`src/rtl/seg_pkg.sv`:
```
package seg_pkg;

  localparam logic [2:0] SEG_CS = 3'd0;
  localparam logic [2:0] SEG_SS = 3'd1;

  localparam logic [7:0] VEC_UD = 8'd6;
  localparam logic [7:0] VEC_NP = 8'd11;
  localparam logic [7:0] VEC_SF = 8'd12;
  localparam logic [7:0] VEC_GP = 8'd13;

  typedef enum logic [2:0] {
    ST_IDLE, ST_CHK, ST_RD0, ST_RD1, ST_EVAL
  } ld_state_e;

  typedef struct packed {
    logic [15:0] sel;
    logic [31:0] base;
    logic [19:0] limit;
    logic [7:0]  access;
    logic [3:0]  flags;
  } shadow_t;

  function automatic shadow_t unpack_desc(input logic [15:0] s,
                                          input logic [31:0] w0,
                                          input logic [31:0] w1);
    shadow_t r;
    r.sel    = s;
    r.base   = {w1[31:24], w1[7:0], w0[31:16]};
    r.limit  = {w1[19:16], w0[15:0]};
    r.access = w1[15:8];
    r.flags  = w1[23:20];
    return r;
  endfunction

endpackage

```
`src/rtl/seg_sel_decode.sv`:
```
module seg_sel_decode #(
  parameter int ADDR_W = 32,
  parameter int TLIM_W = 16
) (
  input  logic [15:0]       sel,
  input  logic [ADDR_W-1:0] gbase,
  input  logic [TLIM_W-1:0] glim,
  input  logic [ADDR_W-1:0] lbase,
  input  logic [TLIM_W-1:0] llim,
  output logic              is_null,
  output logic              in_bounds,
  output logic [ADDR_W-1:0] desc_addr
);
  localparam int CW = ((TLIM_W > 16) ? TLIM_W : 16) + 1;

  logic [15:0]       offset;
  logic [TLIM_W-1:0] lim;
  logic [ADDR_W-1:0] base;

  always_comb begin
    offset    = {sel[15:3], 3'b000};
    lim       = sel[2] ? llim  : glim;
    base      = sel[2] ? lbase : gbase;
    is_null   = (sel[15:2] == 14'd0);
    in_bounds = (CW'(offset) + CW'(7)) <= CW'(lim);
    desc_addr = base + ADDR_W'(offset);
  end
endmodule

```
`src/rtl/seg_desc_judge.sv`:
```
module seg_desc_judge
  import seg_pkg::*;
(
  input  logic [7:0] access,
  input  logic [2:0] target,
  input  logic [1:0] cpl,
  input  logic [1:0] rpl,
  output logic       pass,
  output logic [7:0] vec
);
  logic [1:0] dpl, eff;
  logic       is_seg, is_exec, rw_bit, present, stack, rules_ok;

  always_comb begin
    dpl     = access[6:5];
    is_seg  = access[4];
    is_exec = access[3];
    rw_bit  = access[1];
    present = access[7];
    stack   = (target == SEG_SS);
    eff     = (cpl > rpl) ? cpl : rpl;
    if (stack)
      rules_ok = is_seg && !is_exec && rw_bit && (rpl == cpl) && (dpl == cpl);
    else
      rules_ok = is_seg && (!is_exec || rw_bit) && (eff <= dpl);
    pass = 1'b0;
    if (!rules_ok)     vec = VEC_GP;
    else if (!present) vec = stack ? VEC_SF : VEC_NP;
    else begin
      vec  = 8'd0;
      pass = 1'b1;
    end
  end
endmodule

```
`src/rtl/seg_shadow_file.sv`:
```
module seg_shadow_file
  import seg_pkg::*;
#(
  parameter int NSEG = 6
) (
  input  logic       clk,
  input  logic       rst,
  input  logic       wr_en,
  input  logic [2:0] wr_idx,
  input  shadow_t    wr_data,
  input  logic [2:0] rd_idx,
  output shadow_t    rd_data
);
  shadow_t ents [NSEG];

  for (genvar g = 0; g < NSEG; g++) begin : g_ent
    always_ff @(posedge clk) begin
      if (rst)                              ents[g] <= '0;
      else if (wr_en && int'(wr_idx) == g)  ents[g] <= wr_data;
    end
  end

  always_ff @(posedge clk) begin
    if (rst)                     rd_data <= '0;
    else if (int'(rd_idx) < NSEG) rd_data <= ents[rd_idx];
    else                         rd_data <= '0;
  end

  assert_no_cs_write_R2: assert property (@(posedge clk) disable iff (rst)
    wr_en |-> (wr_idx != SEG_CS && int'(wr_idx) < NSEG));
endmodule

```
`src/rtl/seg_load_check.sv`:
```
module seg_load_check
  import seg_pkg::*;
#(
  parameter int ADDR_W = 32,
  parameter int TLIM_W = 16,
  parameter int NSEG   = 6
) (
  input  logic              clk,
  input  logic              rst,
  input  logic              req_valid,
  input  logic [15:0]       req_sel,
  input  logic [2:0]        req_seg,
  input  logic [1:0]        req_cpl,
  input  logic [ADDR_W-1:0] gtab_base,
  input  logic [TLIM_W-1:0] gtab_limit,
  input  logic [ADDR_W-1:0] ltab_base,
  input  logic [TLIM_W-1:0] ltab_limit,
  output logic              mem_req,
  output logic [ADDR_W-1:0] mem_addr,
  input  logic              mem_ready,
  input  logic [31:0]       mem_rdata,
  output logic              done,
  output logic              commit,
  output logic [7:0]        fault_vec,
  output logic [15:0]       fault_code,
  input  logic [2:0]        rd_seg,
  output logic [15:0]       rd_sel,
  output logic [31:0]       rd_base,
  output logic [19:0]       rd_limit,
  output logic [7:0]        rd_access,
  output logic [3:0]        rd_flags
);
  ld_state_e         st;
  logic [15:0]       r_sel;
  logic [2:0]        r_seg;
  logic [1:0]        r_cpl;
  logic [ADDR_W-1:0] r_addr;
  logic [31:0]       w0, w1;

  logic              is_null, in_bounds, pass, bad_tgt, null_ok;
  logic [ADDR_W-1:0] desc_addr;
  logic [7:0]        jvec;
  logic [15:0]       sel_code;
  logic              wr_en;
  shadow_t           wr_data, rd_data;

  seg_sel_decode #(.ADDR_W(ADDR_W), .TLIM_W(TLIM_W)) u_dec (
    .sel(r_sel), .gbase(gtab_base), .glim(gtab_limit),
    .lbase(ltab_base), .llim(ltab_limit),
    .is_null(is_null), .in_bounds(in_bounds), .desc_addr(desc_addr)
  );

  seg_desc_judge u_judge (
    .access(w1[15:8]), .target(r_seg), .cpl(r_cpl), .rpl(r_sel[1:0]),
    .pass(pass), .vec(jvec)
  );

  always_comb begin
    bad_tgt  = (r_seg == SEG_CS) || (int'(r_seg) >= NSEG);
    null_ok  = (st == ST_CHK) && !bad_tgt && is_null && (r_seg != SEG_SS);
    sel_code = {r_sel[15:2], 2'b00};
    wr_en    = null_ok || ((st == ST_EVAL) && pass);
    if (null_ok) begin
      wr_data     = '0;
      wr_data.sel = r_sel;
    end else begin
      wr_data = unpack_desc(r_sel, w0, w1);
    end
    mem_req  = (st == ST_RD0) || (st == ST_RD1);
    mem_addr = r_addr;
  end

  seg_shadow_file #(.NSEG(NSEG)) u_shadow (
    .clk(clk), .rst(rst), .wr_en(wr_en), .wr_idx(r_seg), .wr_data(wr_data),
    .rd_idx(rd_seg), .rd_data(rd_data)
  );

  always_comb begin
    rd_sel    = rd_data.sel;
    rd_base   = rd_data.base;
    rd_limit  = rd_data.limit;
    rd_access = rd_data.access;
    rd_flags  = rd_data.flags;
  end

  always_ff @(posedge clk) begin
    if (rst) begin
      st         <= ST_IDLE;
      r_sel      <= '0;
      r_seg      <= '0;
      r_cpl      <= '0;
      r_addr     <= '0;
      w0         <= '0;
      w1         <= '0;
      done       <= 1'b0;
      commit     <= 1'b0;
      fault_vec  <= '0;
      fault_code <= '0;
    end else begin
      done   <= 1'b0;
      commit <= 1'b0;
      case (st)
        ST_IDLE: if (req_valid) begin
          r_sel <= req_sel;
          r_seg <= req_seg;
          r_cpl <= req_cpl;
          st    <= ST_CHK;
        end
        ST_CHK: begin
          if (bad_tgt) begin
            done <= 1'b1; fault_vec <= VEC_UD; fault_code <= '0; st <= ST_IDLE;
          end else if (is_null) begin
            done <= 1'b1; st <= ST_IDLE;
            if (r_seg == SEG_SS) begin
              fault_vec <= VEC_GP; fault_code <= '0;
            end else begin
              commit <= 1'b1; fault_vec <= '0; fault_code <= '0;
            end
          end else if (!in_bounds) begin
            done <= 1'b1; fault_vec <= VEC_GP; fault_code <= sel_code; st <= ST_IDLE;
          end else begin
            r_addr <= desc_addr;
            st     <= ST_RD0;
          end
        end
        ST_RD0: if (mem_ready) begin
          w0     <= mem_rdata;
          r_addr <= r_addr + ADDR_W'(4);
          st     <= ST_RD1;
        end
        ST_RD1: if (mem_ready) begin
          w1 <= mem_rdata;
          st <= ST_EVAL;
        end
        ST_EVAL: begin
          done <= 1'b1;
          st   <= ST_IDLE;
          if (pass) begin
            commit <= 1'b1; fault_vec <= '0; fault_code <= '0;
          end else begin
            fault_vec <= jvec; fault_code <= sel_code;
          end
        end
        default: st <= ST_IDLE;
      endcase
    end
  end

  assert_single_done_R13: assert property (@(posedge clk) disable iff (rst)
    done |=> !done);
  assert_commit_with_done_R13: assert property (@(posedge clk) disable iff (rst)
    commit |-> done);
  assert_hold_read_R5: assert property (@(posedge clk) disable iff (rst)
    (mem_req && !mem_ready) |=> (mem_req && $stable(mem_addr)));
  assert_known_vector_R9: assert property (@(posedge clk) disable iff (rst)
    (done && !commit) |-> (fault_vec == VEC_UD || fault_vec == VEC_NP ||
                           fault_vec == VEC_SF || fault_vec == VEC_GP));
  assert_code_low_bits_R10: assert property (@(posedge clk) disable iff (rst)
    done |-> (fault_code[1:0] == 2'b00));
endmodule

```
`config.mk`:
```
export PLATFORM = sky130hd
export DESIGN_NAME = seg_load_check
export DESIGN_NICKNAME = d
export VERILOG_FILES = /design/src/rtl/seg_pkg.sv /design/src/rtl/seg_sel_decode.sv /design/src/rtl/seg_desc_judge.sv /design/src/rtl/seg_shadow_file.sv /design/src/rtl/seg_load_check.sv
export SDC_FILE = /design/constraint.sdc
export NUM_CORES = 1
export LEC_CHECK = 0
export BUFFER_PORTS_ARGS = -buffer_cell sky130_fd_sc_hd__buf_2
export CAP_MARGIN = 40
export CORE_MARGIN = 8
export CORE_UTILIZATION = 52
export DETAILED_ROUTE_END_ITERATION = 8
export GPL_TIMING_DRIVEN = 0
export PLACE_DENSITY_LB_ADDON = 0.05
export SYNTH_ARGS = -nofsm -noshare
export SYNTH_HDL_FRONTEND = slang
export SYNTH_SLANG_ARGS = --single-unit
```
`constraint.sdc`:
```
create_clock -name clk -period 8.2 [get_ports clk]
set_input_delay 0.41 -clock clk [delete_from_list [all_inputs] [get_ports clk]]
set_output_delay 0.41 -clock clk [all_outputs]
set_load 0.02 [all_outputs]
```
==> summary.md, run 1 <==
| Metric | Value |
|---|---|
| Final worst setup slack | `3010 ps` |
| Logic pwr share | `9.1%` |
| Overflow after GRT | `0` |
| Die width | `258 um` |
| Fraction of layout cells with a size suffix above 1 | `20.3%` |
| Post-CTS sizing | `0` |
| Final setup vio count | `0` |
| Peak supply drop | `~0.16 mV` |
| Sw Share | `23.8%` |
| Initial core utilization | `52.6%` |
| Hold wc startpoint | `req_sel[8]` |
| Synthesized area per cell | `11.8 sq um` |
| GR met3 Demand/Resource | `4.88%` |
| Core box area | `approximately 58000 sq um` |
| Fin util | `62.0%` |
| Max Cap Violations | `0` |
| Post-synth top area share | `47.4%` |
| CP Max Fanout | `10` |
| CTS tree | `built` |
| Worst hold path cell count | `3` |
| Hold crit path type | `in2reg` |
| Grt met1 use | `34.3%` |
| Cell Int Power | `6.15 mW` |
| DRC viols | `0` |
| Minimum clock period | `5190 ps` |
| Initial antenna violation count | `3` |
| Worst R2R Setup Slack | `3010 ps` |
| RSZ-0062 raised after global routing | `no` |
| TritonRoute pass-1 iters | `5` |
| Tot GR Track Use | `between 20% and 30%` |
| Async set-or-reset flop fraction in the synthesized netlist | `0%` |
| Worst R2R Path Depth | `15` |
| Hold buffers post-CTS | `0` |
| Mapped cell area | `30400 sq um` |
| Commonest non-fill, non-tap cell in the layout | `nor2_1` |
| First-pass GRT wire length | `approximately 140000 um` |
| Max-slew violations | `0` |
| # port buffers | `285` |
| Worst Tran Pin Value | `905 ps` |
| Count of flip-flops with a built-in enable after synthesis | `480` |
| Top FF cell, synth | `edfxtp_1` |
| Type of destination of the critical path | `flop` |
| Flop pwr share | `49.1%` |
| Area leader, netlist | `edfxtp_1` |
| Drt wl/cell | `around 24 um` |
| WP data required | `8740 ps` |
| Seq cells post-synth | `700` |
| Layout area overhead | `17.9%` |
| Total CTS buffers | `74` |
| CP top delay family | `buffers and inverters` |
| WP data arrival | `5730 ps` |
| Leak | `roughly 13 nW` |
| Met2 GRT Util | `a little under half` |
| Vias post-DR | `22000` |
| Vias per inst | `just under 6` |
| Routed WL | `90300 um` |
| Clk root buf | `clkbuf_16` |
| Pwr Total | `8.07 mW` |
| Clock skew | `23.0 ps` |
| Ys Warns | `0` |
| CP startpoint kind | `flop` |
| Post-Synthesis Cells | `2573` |
| Longest Clk Path Bufs | `3` |
| CP max stage delay | `between 500 and 600 ps` |
| Sequential share of the synthesized area | `between 60 and 70%` |
| Pwr dens | `225 nW/um^2` |
| Setup tns final | `0 ps` |
| WP buf/inv | `6` |
| Hold Crit Endpoint | `r_sel[8]$_SDFFE_PP0P_` |
| Synth area leaders | `edfxtp_1, dfxtp_1, nor2_1, mux4_2, mux2i_1` |
| Die Y-Extent | `258 um` |
| Reg clk slew, reported paths | `60 ps` |
| Clock share of power | `between 40% and 50%` |
| FF-to-FF Start | `r_sel[2]$_SDFFE_PP0P_` |
| Site row count | `88` |
| Post-detail-place hpwl | `64100 um` |
| Final hold violations | `0` |
| Initial detailed-routing violation count | `1789` |
| H-tree depth | `3` |
| Largest net degree at the start of global routing | `48` |
| IO Pins | `just under 300` |
| Worst relative slew slack | `approximately two fifths` |
| Total Die Area | `66500 sq um` |
| Clk sinks | `700` |
| RR Endpoint | `mem_addr[29]$_SDFFE_PP0P_` |
| Worst hold margin | `~46 ps` |
| Worst skew pair latency | `between 600 and 700 ps` |
| GRT busiest layer | `met2` |
| Vias in the first global route | `22300` |
| Unique masters post-synth | `just under 80` |
| Post-CTS setup repair buffer count | `0` |
| Crit-path cells | `buf_2, buf_2, buf_2, buf_2, buf_1, mux2i_1, ha_1, a21o_1, a211o_1, o221ai_1, o211ai_1, a21oi_2, buf_2, o2111ai_1, a21oi_1` |
| Crit path depth | `15` |
| RePlAce Congestion | `0.900` |
| Setup CP Type | `reg2reg` |
| NetSw | `1.92 mW` |
| Slowest stage cell on the critical path | `buf_1` |
| Most frequent cells in the layout | `nor2_1, edfxtp_1, buf_2` |
| DRT antenna net count | `0` |
| Period Utilization, post-route | `between 60% and 70%` |
| Final nets | `3154` |
| F_max | `0.193 GHz` |
| Place WS | `approximately 3100 ps` |
| Critical Path Most Common Cell | `buf_2` |
| Status | `complete, no violations` |
[metrics by stage]
step / instance area (sq um) / std cells
after CTS: 35800 / 3790
after global routing: 35800 / 3790
final: 35900 / 3791
after global placement: 32800 / 3629
after detailed placement: 33400 / 3654
after floorplan: 30400 / 2579
[final cells by class]
| class | instances | area, sq um |
|---|---|---|
| fill | 4691 | 22000 |
| sequential | 700 | 18800 |
| multi-input combinational | 1669 | 10700 |
| clock buffer | 110 | 2240 |
| timing repair buffer | 310 | 1940 |
| tap | 765 | 957 |
| buffer | 179 | 860 |
| clock inverter | 26 | 220 |
| inverter | 31 | 116 |
| antenna | 1 | 2.50 |
[registers in the layout, indices dropped and copies added (netlist names)]
signal and count:
u_shadow.ents 480, u_shadow.rd_data 80, mem_addr 32, w0 32, w1 32, r_sel 16
fault_code 14, fault_vec 4, r_seg 3, st 3, r_cpl 2, commit 1
done 1
[metal layers]
layer | part of all wire, % | wire length (um) | vias to the layer above
met1 | 41 | 36700 | 10900
met3 | 7.7 | 6930 | 142
met4 | 2.5 | 2250 | 2
met2 | 49 | 44500 | 939
li1 | - | - | 10100
met5 | 0.012 | 11 | -
[cell families after synthesis]
logic type	synth area share, %
compound gates	8.15
xor+xnor	0.547
fa+ha+maj	1.38
buf+inv	3.21
flops	61.9
mux	10.3
other cells	0.0123
simple gates	14.5
[worst reg2reg max path, stage by stage, from the launching register on]
cell and delay, ps:
dfxtp_1 390, buf_2 310, buf_2 320, buf_2 330
buf_2 410, buf_1 600, mux2i_1 290, ha_1 280
a21o_1 190, a211o_1 290, o221ai_1 250, o211ai_1 160
a21oi_2 380, buf_2 380, o2111ai_1 330, a21oi_1 220
[power groups by stage]
stage	logic, mW	clock network (mW)	registers, mW
floorplan	0.394	0	4.07
global placement	0.692	0	4.06
detailed placement	0.730	0	4.04
CTS	0.733	3.41	3.96
global route	0.786	3.54	3.97
finish	0.732	3.37	3.96
[synthesized netlist by cell type (7+ instances only)]
| master | n |
|---|---|
| a21oi_1 | 141 |
| xor2_1 | 7 |
| buf_2 | 33 |
| mux2_2 | 18 |
| nor3_1 | 17 |
| ha_1 | 32 |
| dfxtp_1 | 220 |
| nand4_1 | 18 |
| and3_1 | 35 |
| nor2_1 | 502 |
| buf_4 | 7 |
| a211oi_1 | 94 |
| nand2_1 | 295 |
| a311oi_1 | 7 |
| clkbuf_1 | 110 |
| buf_1 | 13 |
| o21a_1 | 8 |
| and2_1 | 61 |
| edfxtp_1 | 480 |
| o21ai_0 | 44 |
| xnor2_1 | 12 |
| nor2_2 | 11 |
| nor2b_1 | 7 |
| mux2i_1 | 113 |
| inv_1 | 31 |
| mux4_2 | 80 |
| nor4_1 | 8 |
| a21o_1 | 9 |
| buf_6 | 16 |
| a22o_1 | 12 |
| a31oi_1 | 7 |
| nand3_1 | 27 |
[worst max path at each step]
| stage | slack, ps | startpoint | end |
|---|---|---|---|
| finish | 3010 | r_sel[2]$_SDFFE_PP0P_ | mem_addr[29]$_SDFFE_PP0P_ |
| global route | 2750 | r_sel[2]$_SDFFE_PP0P_ | mem_addr[29]$_SDFFE_PP0P_ |
| CTS | 3110 | r_sel[2]$_SDFFE_PP0P_ | mem_addr[29]$_SDFFE_PP0P_ |
| detailed placement | 3120 | r_sel[2]$_SDFFE_PP0P_ | mem_addr[29]$_SDFFE_PP0P_ |
| global placement | -5790 | r_sel[1]$_SDFFE_PP0P_ | u_shadow.ents[1][33]$_SDFFCE_PN0P_ |
| floorplan | 50 | r_sel[1]$_SDFFE_PP0P_ | u_shadow.ents[1][0]$_SDFFCE_PN0P_ |
Power figures use the tool's default switching activity.
==> run 2, diff against run 1 <==
Clock period 8.2 ns to 5.3 ns, I/O delays scaled along.
==> run 2 against run 1 <==
Register-to-register slack worse by 2600 ps; clock power is 53% higher; largest cell class unchanged; largest power group unchanged; clock skew is 9.8 ps higher.
==> summary.md, run 2 (same netlist as run 1, synthesis figures left out) <==
| Metric | Value |
|---|---|
| Max-slew violations | `0 (unchanged)` |
| Final setup vio count | `0 (unchanged)` |
| Largest register FFs | `480 (unchanged)` |
| Core box area | `57800 sq um (unchanged)` |
| TritonRoute pass-1 iters | `5 (unchanged)` |
| Fraction of layout cells with a size suffix above 1 | `19.8% (-0.56 points)` |
| Clk sinks | `700 (unchanged)` |
| Initial detailed-routing violation count | `2127 (+19%)` |
| Routed WL | `90900 um (+0.62%)` |
| Period Utilization, post-route | `92.8% (+30 points)` |
| Worst Tran Pin Value | `899 ps (-5.37 ps)` |
| Status | `complete, no violations` |
| Worst skew pair latency | `620 ps (about the same)` |
| Total CTS buffers | `73 (-1.4%)` |
| Sw Share | `23.8% (about the same)` |
| Site row count | `88 (unchanged)` |
| Drt wl/cell | `23.7 um (-0.71%)` |
| IO Pins | `295 (unchanged)` |
| Flop pwr share | `49.3% (+0.2 points)` |
| Vias in the first global route | `22400 (+0.63%)` |
| RR Endpoint | `u_shadow.ents[3][45]$_SDFFCE_PN0P_` |
| RSZ-0062 raised after global routing | `no` |
| WP data arrival | `5200 ps (-530 ps)` |
| CP Max Fanout | `42 (+32)` |
| Most frequent cells in the layout | `nor2_1, edfxtp_1, buf_2` |
| WP data required | `5580 ps (-3160 ps)` |
| Worst R2R Path Depth | `14 (-1)` |
| Die Y-Extent | `258 um (unchanged)` |
| Hold crit path type | `in2reg` |
| Layout area overhead | `19.6%` |
| Final nets | `3206 (+1.6%)` |
| Vias per inst | `5.80 (-0.33%)` |
| Leak | `13.5 nW (+1.4%)` |
| Final hold violations | `0 (unchanged)` |
| Worst R2R Setup Slack | `380 ps (-2630 ps)` |
| Crit path capture | `u_shadow.ents[3][45]$_SDFFCE_PN0P_` |
| Cell Int Power | `9.49 mW (+54%)` |
| Die width | `258 um (unchanged)` |
| Post-detail-place hpwl | `64200 um (+0.25%)` |
| Clock skew | `32.8 ps (+9.79 ps)` |
| Minimum clock period | `4920 ps (-270 ps)` |
| FF-to-FF Start | `r_sel[1]$_SDFFE_PP0P_` |
| # port buffers | `285 (unchanged)` |
| CP startpoint kind | `flop` |
| Worst relative slew slack | `40.1% (+0.82 points)` |
| Pwr dens | `342 nW/um^2 (+52%)` |
| Type of destination of the critical path | `flop` |
| Setup CP Type | `reg2reg` |
| DRC viols | `0 (unchanged)` |
| Peak supply drop | `0.240 mV (+49%)` |
| H-tree depth | `3 (unchanged)` |
| Finished Cell Area | `36400 sq um (+1.4%)` |
| Clock share of power | `41.4% (-0.4 points)` |
| Tot GR Track Use | `26.6% (+0.12 points)` |
| Setup tns final | `0 ps (unchanged)` |
| Vias post-DR | `22300 (+1.0%)` |
| FILL cells | `4681 (-0.21%)` |
| Biggest register | `u_shadow.ents` |
| Initial core utilization | `52.6% (unchanged)` |
| Worst Setup SP | `r_sel[1]$_SDFFE_PP0P_` |
| Longest Clk Path Bufs | `3 (unchanged)` |
| RePlAce Congestion | `0.889 (-1.2%)` |
| CTS tree | `built` |
| Initial antenna violation count | `2 (-1)` |
| Top flop regs | `u_shadow.ents x480, u_shadow.rd_data x80` |
| NetSw | `2.96 mW (+54%)` |
| Overflow after GRT | `0 (unchanged)` |
| DRT antenna net count | `0 (unchanged)` |
| Reg clk slew, reported paths | `60 ps (about the same)` |
| Total Die Area | `66500 sq um (unchanged)` |
| First-pass GRT wire length | `135000 um (about the same)` |
| F_max | `0.203 GHz (+5.5%)` |
| Max Cap Violations | `0 (unchanged)` |
| Clk root buf | `clkbuf_16` |
| Placed Area | `33400 sq um (about the same)` |
| Logic pwr share | `9.4% (+0.3 points)` |
| Commonest non-fill, non-tap cell in the layout | `nor2_1` |
| Largest net degree at the start of global routing | `47 (-2.1%)` |
## run 2: cell types whose count changed in the layout (fill, tap and decap cells not counted), sizes merged, moves of 3 or more
| cell | change |
|---|---|
| clkbuf | -9 |
| bufinv | +3 |
| dlygate4sd3 | +54 |
| clkinvlp | +4 |
## run 2: critical path, stage by stage (launching register included)
cell,delay (ps)
dfxtp_1,310
inv_1,260
ha_1,330
o22ai_1,230
mux2i_1,260
ha_1,180
nor2b_1,40
o21ai_0,180
o2111ai_1,250
a211oi_4,470
o21a_1,450
clkbuf_1,470
nand2_1,180
nand2_4,590
buf_16,320
## run 2: layout make-up
type / instances / area, sq um / share of cell area, %
clock buffers: 101 / 2060 / 5.65
repair buffers: 364 / 2510 / 6.92
well taps: 765 / 957 / 2.63
multi-input cells: 1669 / 10700 / 29.4
plain buffers: 178 / 856 / 2.35
clock inverters: 32 / 335 / 0.922
flip-flops and latches: 700 / 18800 / 51.8
diodes: 2 / 5.00 / 0.0138
inverters: 31 / 116 / 0.320
## run 2: what timing repair did
item,CTS,global route
resized for setup,0,0
hold endpoints to repair,86,0
endpoints found under the setup margin,0,14
hold buffers,54,0
setup buffers,0,0
## run 2: worst min path at each step
stage	from	slack, ps	cells past startpoint	endpoint
after floorplan	req_sel[1]	400	2	r_sel[1]$_SDFFE_PP0P_
after global placement	w0[21]$_SDFFE_PP0P_	440	2	w0[21]$_SDFFE_PP0P_
after detailed placement	w0[21]$_SDFFE_PP0P_	450	2	w0[21]$_SDFFE_PP0P_
after CTS	ltab_base[0]	30	5	mem_addr[0]$_SDFFE_PP0P_
after global routing	gtab_base[19]	120	3	mem_addr[20]$_SDFFE_PP0P_
final	ltab_base[0]	40	5	mem_addr[0]$_SDFFE_PP0P_
## run 2: routing by layer
layer  global-route usage [%]  vias up  wire length (um)
met4                     9.56        0              2890
li1                         -    10200                 -
met2                     45.3      954             44500
met5                        0        -                 0
met3                     4.90      157              7060
met1                     33.9    11000             36400
## run 2: power groups by stage
stage	combinational, mW	sequential, mW	clock, mW
after detailed placement	1.13	6.25	0
after global placement	1.07	6.26	0
final	1.16	6.13	5.15
after global routing	1.25	6.15	5.39
after CTS	1.17	6.13	5.19
after floorplan	0.611	6.29	0
## run 2: stage by stage
step                setup slack [ps]  power [mW]  util [%]  std cells  hold WS [ps]
floorplan                        611        6.90         -       2579           401
global placement               -1830        7.33      56.8       3629           443
detailed placement               218        7.38      57.8       3653           447
CTS                              171        12.5      62.9       3840          28.1
global route                     119        12.8      62.9       3840           116
finish                           383        12.4      62.9       3842          44.0
